File: config.mk
export PLATFORM = sky130hd
export DESIGN_NAME = vga_plane_writer
export DESIGN_NICKNAME = d
export VERILOG_FILES = /design/src/rtl/vpw_pkg.sv /design/src/rtl/vpw_regs.sv /design/src/rtl/vpw_latch.sv /design/src/rtl/vpw_merge.sv /design/src/rtl/vga_plane_writer.sv
export SDC_FILE = /design/constraint.sdc
export NUM_CORES = 1
export LEC_CHECK = 0
export CORE_ASPECT_RATIO = 2
export CORE_UTILIZATION = 53
export DETAILED_ROUTE_END_ITERATION = 8
export PLACE_DENSITY = 0.89
export SLEW_MARGIN = 20
export SYNTH_ARGS = -nofsm -noshare
export SYNTH_HDL_FRONTEND = slang
export SYNTH_SLANG_ARGS = --single-unit
File: constraint.sdc
create_clock -name clk -period 4.5 [get_ports clk]
set_input_delay 0.9 -clock clk [delete_from_list [all_inputs] [get_ports clk]]
set_output_delay 0.9 -clock clk [all_outputs]
set_load 0.01 [all_outputs]
File: src/rtl/vpw_pkg.sv
// Package: shared register indices and write-mode encoding for the
// planar write datapath. Assumes a 3-bit register index.
package vpw_pkg;
    localparam int IDXW = 3;

    localparam logic [IDXW-1:0] IDX_CONST   = 3'd0;
    localparam logic [IDXW-1:0] IDX_CEN     = 3'd1;
    localparam logic [IDXW-1:0] IDX_ROT     = 3'd2;
    localparam logic [IDXW-1:0] IDX_MODE    = 3'd3;
    localparam logic [IDXW-1:0] IDX_MASK    = 3'd4;
    localparam logic [IDXW-1:0] IDX_MODEFLD = 3'd5;

    typedef enum logic [1:0] {
        WM_DIRECT  = 2'd0,
        WM_LATCH   = 2'd1,
        WM_COLOUR  = 2'd2,
        WM_SETMASK = 2'd3
    } wmode_e;
endpackage

File: src/rtl/vpw_regs.sv
// Module: control register file behind an index/data port.
// Assumes DW >= PLANES and DW >= 2; a write takes effect at the next edge,
// and read-back is combinational.
module vpw_regs
    import vpw_pkg::*;
#(
    parameter int DW     = 8,
    parameter int PLANES = 4,
    parameter int RW     = $clog2(DW)
) (
    input  logic            clk,
    input  logic            rst_n,
    input  logic            reg_wr,
    input  logic [IDXW-1:0] reg_idx,
    input  logic [DW-1:0]   reg_wdata,
    output logic [DW-1:0]   reg_rdata,
    output logic [PLANES-1:0] const_q,
    output logic [PLANES-1:0] cen_q,
    output logic [RW-1:0]   rot_q,
    output logic [DW-1:0]   mode_q,
    output logic [DW-1:0]   bm_q
);
    localparam logic [DW-1:0] MASK_RST = '1;

    // Register update on an indexed write; index 5 replaces only the mode field.
    always_ff @(posedge clk) begin
        if (!rst_n) begin
            const_q <= '0;
            cen_q   <= '0;
            rot_q   <= '0;
            mode_q  <= '0;
            bm_q    <= MASK_RST;
        end else if (reg_wr) begin
            case (reg_idx)
                IDX_CONST:   const_q <= reg_wdata[PLANES-1:0];
                IDX_CEN:     cen_q   <= reg_wdata[PLANES-1:0];
                IDX_ROT:     rot_q   <= reg_wdata[RW-1:0];
                IDX_MODE:    mode_q  <= reg_wdata;
                IDX_MASK:    bm_q    <= reg_wdata;
                IDX_MODEFLD: mode_q  <= {mode_q[DW-1:2], reg_wdata[1:0]};
                default:     ;
            endcase
        end
    end

    // Read-back mux with zero fill of unheld bits.
    always_comb begin
        case (reg_idx)
            IDX_CONST:   reg_rdata = {{(DW-PLANES){1'b0}}, const_q};
            IDX_CEN:     reg_rdata = {{(DW-PLANES){1'b0}}, cen_q};
            IDX_ROT:     reg_rdata = {{(DW-RW){1'b0}}, rot_q};
            IDX_MODE,
            IDX_MODEFLD: reg_rdata = mode_q;
            IDX_MASK:    reg_rdata = bm_q;
            default:     reg_rdata = '0;
        endcase
    end
endmodule

File: src/rtl/vpw_latch.sv
// Module: read latches holding one byte per plane from the latest CPU read.
// Assumes rd_planes is valid in any cycle where cpu_rd is high.
module vpw_latch #(
    parameter int DW     = 8,
    parameter int PLANES = 4
) (
    input  logic                 clk,
    input  logic                 rst_n,
    input  logic                 cpu_rd,
    input  logic [PLANES*DW-1:0] rd_planes,
    output logic [PLANES*DW-1:0] latch_q
);
    // Capture all planes at the edge that ends a read cycle.
    always_ff @(posedge clk) begin
        if (!rst_n)      latch_q <= '0;
        else if (cpu_rd) latch_q <= rd_planes;
    end
endmodule

File: src/rtl/vpw_merge.sv
// Module: combinational per-plane write data builder. It rotates the CPU
// byte once, then one lane per plane picks a source and a mask by mode
// and merges the source with that plane's latch byte.
module vpw_merge
    import vpw_pkg::*;
#(
    parameter int DW     = 8,
    parameter int PLANES = 4,
    parameter int RW     = $clog2(DW)
) (
    input  logic [1:0]           wmode,
    input  logic [DW-1:0]        cpu_wdata,
    input  logic [RW-1:0]        rot_q,
    input  logic [PLANES-1:0]    const_q,
    input  logic [PLANES-1:0]    cen_q,
    input  logic [DW-1:0]        bm_q,
    input  logic [PLANES*DW-1:0] latch_q,
    output logic [PLANES*DW-1:0] plane_wdata
);
    logic [2*DW-1:0] dbl;
    logic [2*DW-1:0] dbl_sh;
    logic [DW-1:0]   rot_data;

    // Rotate right by doubling the byte and shifting.
    always_comb begin
        dbl      = {cpu_wdata, cpu_wdata};
        dbl_sh   = dbl >> rot_q;
        rot_data = dbl_sh[DW-1:0];
    end

    for (genvar n = 0; n < PLANES; n++) begin : g_lane
        logic [DW-1:0] src;
        logic [DW-1:0] msk;
        logic [DW-1:0] lat;

        assign lat = latch_q[n*DW +: DW];

        // Per-plane source and mask selection by write mode.
        always_comb begin
            case (wmode_e'(wmode))
                WM_DIRECT: begin
                    src = cen_q[n] ? {DW{const_q[n]}} : rot_data;
                    msk = bm_q;
                end
                WM_LATCH: begin
                    src = lat;
                    msk = '1;
                end
                WM_COLOUR: begin
                    src = {DW{cpu_wdata[n]}};
                    msk = bm_q;
                end
                default: begin
                    src = {DW{const_q[n]}};
                    msk = rot_data & bm_q;
                end
            endcase
        end

        assign plane_wdata[n*DW +: DW] = (src & msk) | (lat & ~msk);
    end
endmodule

File: src/rtl/vga_plane_writer.sv
// Module: top of the planar write datapath. It ties together the register
// file, the read latches and the merge logic. Plane strobes follow cpu_wr
// in the same cycle; the external plane array commits at the next edge.
module vga_plane_writer
    import vpw_pkg::*;
#(
    parameter int DW     = 8,
    parameter int PLANES = 4
) (
    input  logic                 clk,
    input  logic                 rst_n,
    input  logic                 reg_wr,
    input  logic [IDXW-1:0]      reg_idx,
    input  logic [DW-1:0]        reg_wdata,
    output logic [DW-1:0]        reg_rdata,
    input  logic                 cpu_rd,
    input  logic [PLANES*DW-1:0] rd_planes,
    input  logic                 cpu_wr,
    input  logic [DW-1:0]        cpu_wdata,
    output logic [PLANES*DW-1:0] plane_wdata,
    output logic [PLANES-1:0]    plane_we
);
    localparam int RW = $clog2(DW);

    logic [PLANES-1:0]    const_q;
    logic [PLANES-1:0]    cen_q;
    logic [RW-1:0]        rot_q;
    logic [DW-1:0]        mode_q;
    logic [DW-1:0]        bm_q;
    logic [PLANES*DW-1:0] latch_q;

    vpw_regs #(.DW(DW), .PLANES(PLANES), .RW(RW)) u_regs (
        .clk       (clk),
        .rst_n     (rst_n),
        .reg_wr    (reg_wr),
        .reg_idx   (reg_idx),
        .reg_wdata (reg_wdata),
        .reg_rdata (reg_rdata),
        .const_q   (const_q),
        .cen_q     (cen_q),
        .rot_q     (rot_q),
        .mode_q    (mode_q),
        .bm_q      (bm_q)
    );

    vpw_latch #(.DW(DW), .PLANES(PLANES)) u_latch (
        .clk       (clk),
        .rst_n     (rst_n),
        .cpu_rd    (cpu_rd),
        .rd_planes (rd_planes),
        .latch_q   (latch_q)
    );

    vpw_merge #(.DW(DW), .PLANES(PLANES), .RW(RW)) u_merge (
        .wmode       (mode_q[1:0]),
        .cpu_wdata   (cpu_wdata),
        .rot_q       (rot_q),
        .const_q     (const_q),
        .cen_q       (cen_q),
        .bm_q        (bm_q),
        .latch_q     (latch_q),
        .plane_wdata (plane_wdata)
    );

    // All planes are written together on a CPU write.
    assign plane_we = {PLANES{cpu_wr}};
endmodule

---- After elaboration in Yosys (flattened, before gate mapping) ----
Index checks and enable logic that the tools add are counted.
storage, ports and cells
  bits in registers ....................... 59
  input port bits ......................... 56
  output and inout port bits .............. 44
  logic and storage cells ................. 52
operators by class
  equal/unequal tests ..................... 7
  shift-type cells ........................ 1
  muxes and demuxes ....................... 11
  bitwise gates (word level) .............. 15
  reductions and logical operators ........ 11
operator list
  kind                  count
  $pmux W8 S3           4
  $and A8 B8 Y8         9
  $pmux W8 S5           1
  $mux W8               4
  $or A8 B8 Y8          4
  $pmux W8 S2           2
  $shr A16 B3 Y8        1
  $reduce_and A2 Y1     5
  $not A8 Y8            1
  $eq A3 B2 Y1 const B  2
  $eq A3 B3 Y1 const B  2
  $reduce_or A2 Y1      2
  $eq A3 B1 Y1 const B  1
  $logic_not A3 Y1      1
  $reduce_and A3 Y1     1
  $eq A2 B1 Y1 const B  1
  $eq A2 B2 Y1 const B  1
  $logic_not A2 Y1      1
  $reduce_bool A2 Y1    1
  $not A1 Y1            1

---- Logic depth before layout (Yosys ltp) ----
  word-level depth ........................ 6
  gate-level depth with buffers ........... 6
  gate-level depth less buffers ........... 4

---- Hierarchy ----
From an unflattened synthesis, not the netlist that was laid out.
second synthesis, totals
  cell total of the unflattened synthesis .. 403
  area, all modules ....................... 3699.8 sq um
modules (own cells, without submodules)
  module            times used  cells each  area an instance (sq um)  sequential area each (sq um)
  vpw_latch         1           103         1243.7                    640.6
  vpw_regs          1           132         1237.4                    540.5
  vpw_merge         1           164         1188.6                    0.0
  vga_plane_writer  1           4           30.0                      0.0

---- Worst setup path before layout ----
OpenSTA, ideal clock, no wires.
  kind .................................... input to output
  start ................................... input cpu_wdata[5]
  end ..................................... output plane_wdata[6]
  arrival time ............................ 1.931 ns
  required time ........................... 3.600 ns
  path slack .............................. 1.669 ns
  stages on the path ...................... 4
  buffers on the path ..................... 0
  cell sequence ........................... mux2i_1 -> mux4_2 -> a21o_1 -> o221ai_1
between the ends
  word-level cells in the longest chain between the ends .. 6
  elaborated cells on any way between the ends .. 9
  classes of those cells .................. 1 x shift; 3 x mux; 5 x bitwise
ends and longest elaborated chain
  item                RTL line                source
  start: declaration  vga_plane_writer.sv:19  input logic [DW-1:0] cpu_wdata,
  $shr A16 B3 Y8 *    vpw_merge.sv:27         dbl_sh = dbl >> rot_q;
  $and A8 B8 Y8       vpw_merge.sv:55         msk = rot_data & bm_q;
  $pmux W8 S2         vpw_merge.sv:40         case (wmode_e'(wmode))
  $not A8 Y8          vpw_merge.sv:60         assign plane_wdata[n*DW +: DW] = (src & msk) | (lat & ~msk);
  $and A8 B8 Y8       vpw_merge.sv:60
  $or A8 B8 Y8 *      vpw_merge.sv:60
  end: declaration    vga_plane_writer.sv:20  output logic [PLANES*DW-1:0] plane_wdata,
Every way passes the cells marked *; elsewhere a longest branch is shown, timed or not.

---- Worst setup path after layout ----
  start ................................... input cpu_wdata[3]
  end ..................................... output plane_wdata[21]
Same word-level chain as after synthesis.

==> results.md <==
| Metric | Value | Unit |
|:---|:---|:---|
| Leak Pwr | 1.94 | nW |
| Largest vdd supply drop | 0.000282 | V |
| Drt first pass iters | 5 | - |
| Sum of net half-perimeters after detailed placement | 9170 | µm |
| Worst flop-to-flop path startpoint | u_regs.mode_q[1] | - |
| Max-capacitance violation count | 0 | - |
| Startpoint-to-endpoint class of the critical path | in -> out | - |
| Clock latency reported for the late side of the worst-skew pair | 0.33 | ns |
| Post-Syn Area | 3810 | µm² |
| Number of vias per cell after detailed routing | 6.20 | - |
| Antenna violations before repair | 0 | - |
| Gr ovfl total | 0 | - |
| Worst Hold Path EP | u_latch.latch_q[31] | - |
| Number of rows created at floorplan | 43 | - |
| Clock transition at the registers of the reported paths | 0.05 | ns |
| TritonCTS clock tree | done | - |
| Number of stages on the worst hold path | 2 | - |
| Setup TNS | 0 | ns |
| Sinks on the clock net | 59 | - |
| Die X-Extent | 62.0 | µm |
| Power per Cell Area | 325 | nW/µm² |
| Slew at the pin with the worst max-slew slack | 0.953 | ns |
| Number of cells on the worst reg-to-reg path | 3 | - |
| Die area | 7560 | µm² |
| # port buffers | 94 | - |
| Critical-path maximum fanout | 4 | - |
| Via count of the routed design | 3763 | - |
| First-pass GRT wire length | 19100 | µm |
| I/O pin total | 100 | - |
| Cell count after placement | 591 | - |
| Critical hold path startpoint | u_latch.latch_q[31] | - |
| Routed length on met2 | 6450 | µm |
| Post-CTS Resized | 0 | - |
| Post-detailed-route wirelength per cell | 20.6 | µm |
| Area after detailed placement | 4800 | µm² |
| GRT Total Usage | 0.359 | - |
| Worst reg2reg setup slack | 3.32 | ns |
| Synth Area per Inst | 8.91 | µm² |
| Maximum number of pins on one net before global-route repair | 60 | - |
| Setup WS pre-CTS | 0.349 | ns |
| Longest Clk Path Bufs | 2 | - |
| Number of H-tree levels | 3 | - |
| Post-CTS Hold Buffers | 0 | - |
| Floorplan Core Area | 6940 | µm² |
| Type of destination of the critical path | output port | - |
| Total count of hold-check failures in the final report | 0 | - |
| Highest achievable clock rate | 238 | MHz |
| CTS buffer count | 9 | - |
| Number of nets in the layout | 568 | - |
| Largest cells by area after synthesis | sky130_fd_sc_hd__dfxtp_1, sky130_fd_sc_hd__mux2i_1, sky130_fd_sc_hd__nor2b_1, sky130_fd_sc_hd__o221ai_1, sky130_fd_sc_hd__mux4_2 | - |
| Non-filler cells in the finished layout | 607 | - |
| Vertical die dimension | 122 | µm |
| Initial Utilization | 0.550 | - |
| Inserted Diodes | 0 | - |
| Status | completed | - |
| Cells after Synth | 428 | - |
| Worst Hold Class | reg -> reg | - |
| Crit share post-route | 0.933 | - |
| Violation count after the first detailed-route iteration | 317 | - |
| Min Clock Period, post-route | 4.20 | ns |
| Startpoint kind of the worst setup timing path | input port | - |
| Highest layer used for signal routing | met4 | - |
| Final Total Pwr | 0.00166 | W |
| DRC violation count after routing | 0 | - |
| Sequential element share of the synthesized area | 0.310 | - |
| Cell type contributing the most total cell area after synthesis | sky130_fd_sc_hd__dfxtp_1 | - |
| Synthesis-stage register bit count | 59 | - |
| Syn nets | 484 | - |
| Remaining antenna violation count after routing | 0 | - |
| Yosys warning total | 0 | - |
| Wire length on met3 | 795 | µm |
| Top-area cell type share of the netlist area | 0.310 | - |
| Critical path arrival | 3.30 | ns |
| Buffer count from post-CTS setup fixing | 0 | - |
| Fraction of final layout cells with drive strength greater than 1 | 0.103 | - |
| Placer Congestion | 1.04 | - |
| Unique cell type count in the Yosys netlist | 41 | - |
| Number of pins with negative max-slew slack in the final report | 0 | - |
| Total length of routed wires | 12500 | µm |
| Number of setup violations in the final report | 0 | - |
| Setup repair after global routing missed its margin | false | - |
| Relative area change from synthesis to final layout | 33.9 | % |
| Clock Tree Root | sky130_fd_sc_hd__clkbuf_16 | - |
| Worst-case headroom to the max-slew limit | 0.356 | - |
| Setup ws final | 0.302 | ns |
| WP data required | 3.60 | ns |
| Reg-to-reg critical path endpoint | u_regs.mode_q[1] | - |
| Setup skew after layout | 0 | ns |
| Via count of the first global-routing pass | 3762 | - |
| Routed length on met1 | 4460 | µm |
| Final non-filler cell area | 5110 | µm² |
[layout by cell type (no fill, tap or decap), types with 2 or more instances in the layout]
master / n
sky130_fd_sc_hd__a22oi_1: 3
sky130_fd_sc_hd__and2_0: 2
sky130_fd_sc_hd__nand2_1: 29
sky130_fd_sc_hd__inv_1: 42
sky130_fd_sc_hd__a21oi_1: 8
sky130_fd_sc_hd__dfxtp_1: 59
sky130_fd_sc_hd__o221ai_1: 34
sky130_fd_sc_hd__nand3_1: 3
sky130_fd_sc_hd__a22o_1: 5
sky130_fd_sc_hd__buf_4: 15
sky130_fd_sc_hd__o21ai_0: 24
sky130_fd_sc_hd__mux2i_1: 61
sky130_fd_sc_hd__clkdlybuf4s50_1: 92
sky130_fd_sc_hd__buf_2: 2
sky130_fd_sc_hd__or3b_1: 2
sky130_fd_sc_hd__o211ai_1: 8
sky130_fd_sc_hd__clkbuf_8: 2
sky130_fd_sc_hd__a211oi_1: 3
sky130_fd_sc_hd__clkinv_2: 2
sky130_fd_sc_hd__a21o_1: 8
sky130_fd_sc_hd__nor2b_1: 51
sky130_fd_sc_hd__o22ai_2: 8
sky130_fd_sc_hd__mux4_2: 8
sky130_fd_sc_hd__and2_1: 2
sky130_fd_sc_hd__nor2_1: 4
sky130_fd_sc_hd__o21a_1: 8
sky130_fd_sc_hd__clkbuf_16: 9
sky130_fd_sc_hd__a21boi_0: 5
[critical path, stage by stage]
cell	delay, ns
sky130_fd_sc_hd__clkdlybuf4s50_1	0.55
sky130_fd_sc_hd__mux2i_1	0.19
sky130_fd_sc_hd__mux4_2	0.54
sky130_fd_sc_hd__a21o_1	0.23
sky130_fd_sc_hd__o221ai_1	0.29
sky130_fd_sc_hd__clkdlybuf4s50_1	0.61
[synthesized netlist by cell type, drive strengths merged]
cell type / count
nand2: 29
a21o: 8
nand3: 3
o22ai: 8
o21ai: 25
a31oi: 1
a21boi: 6
mux4: 8
clkbuf: 14
o211ai: 8
o31ai: 1
dfxtp: 59
nand2b: 1
and4bb: 1
nor4b: 1
a22o: 5
nor3b: 1
mux2i: 61
nor4bb: 2
buf: 22
or3b: 3
nand3b: 1
o21a: 8
a21oi: 8
nor2: 4
a22oi: 3
nor2b: 51
o221ai: 35
and2: 4
inv: 42
xor2: 1
nand4b: 1
a211oi: 3
[metrics by stage]
stage / utilization / hold WS, ns
floorplan: - / 0.483
global placement: 0.692 / 0.498
detailed placement: 0.692 / 0.504
CTS: 0.736 / 0.517
global route: 0.736 / 0.537
finish: 0.736 / 0.512
[worst max-delay path by stage]
stage          depth (start not counted)  slack [ns]               to          from
2_1_floorplan                          4        1.67   plane_wdata[6]  cpu_wdata[5]
3_3_place_gp                           6        0.40  plane_wdata[23]  cpu_wdata[2]
3_5_place_dp                           6        0.35  plane_wdata[21]  cpu_wdata[0]
4_1_cts                                6        0.35  plane_wdata[21]  cpu_wdata[0]
5_1_grt                                6        0.21  plane_wdata[21]  cpu_wdata[2]
6_report                               6        0.30  plane_wdata[21]  cpu_wdata[3]
[report_power, final]
| part | switching, W | total [W] | internal [W] |
|---|---|---|---|
| clock | 0.000237 | 0.000694 | 0.000457 |
| sequential | 0.0000220 | 0.000569 | 0.000547 |
| combinational | 0.000182 | 0.000397 | 0.000214 |
| total | 0.000441 | 0.00166 | 0.00122 |
[cell type report]
class	count	area, µm²
Clock inverter	4	48.8
Inverter	42	158
Clock buffer	12	256
Fill cell	508	1830
Tap cell	90	113
Sequential cell	59	1180
Timing Repair Buffer	109	1040
Multi-Input combinational cell	291	2310
[per-layer routing]
metal | track usage | up-vias
met5 | 0 | -
met4 | 0.257 | 0
met3 | 0.0754 | 59
met2 | 0.592 | 223
met1 | 0.382 | 1766
li1 | - | 1715
[sequential cells by signal, summed over array words and instances, names as in the netlist]
register,cells
u_regs.rot_q,3
u_regs.mode_q,8
u_regs.const_q,4
u_regs.bm_q,8
u_latch.latch_q,32
u_regs.cen_q,4
[cells by family after synthesis]
kind of cell	after synthesis	share of synthesized area
compound gates	119	0.237
simple gates	102	0.156
buf+inv	78	0.0872
mux	69	0.207
flops	59	0.310
xor+xnor	1	0.00230
No activity file was read; power rests on OpenSTA's default activity.
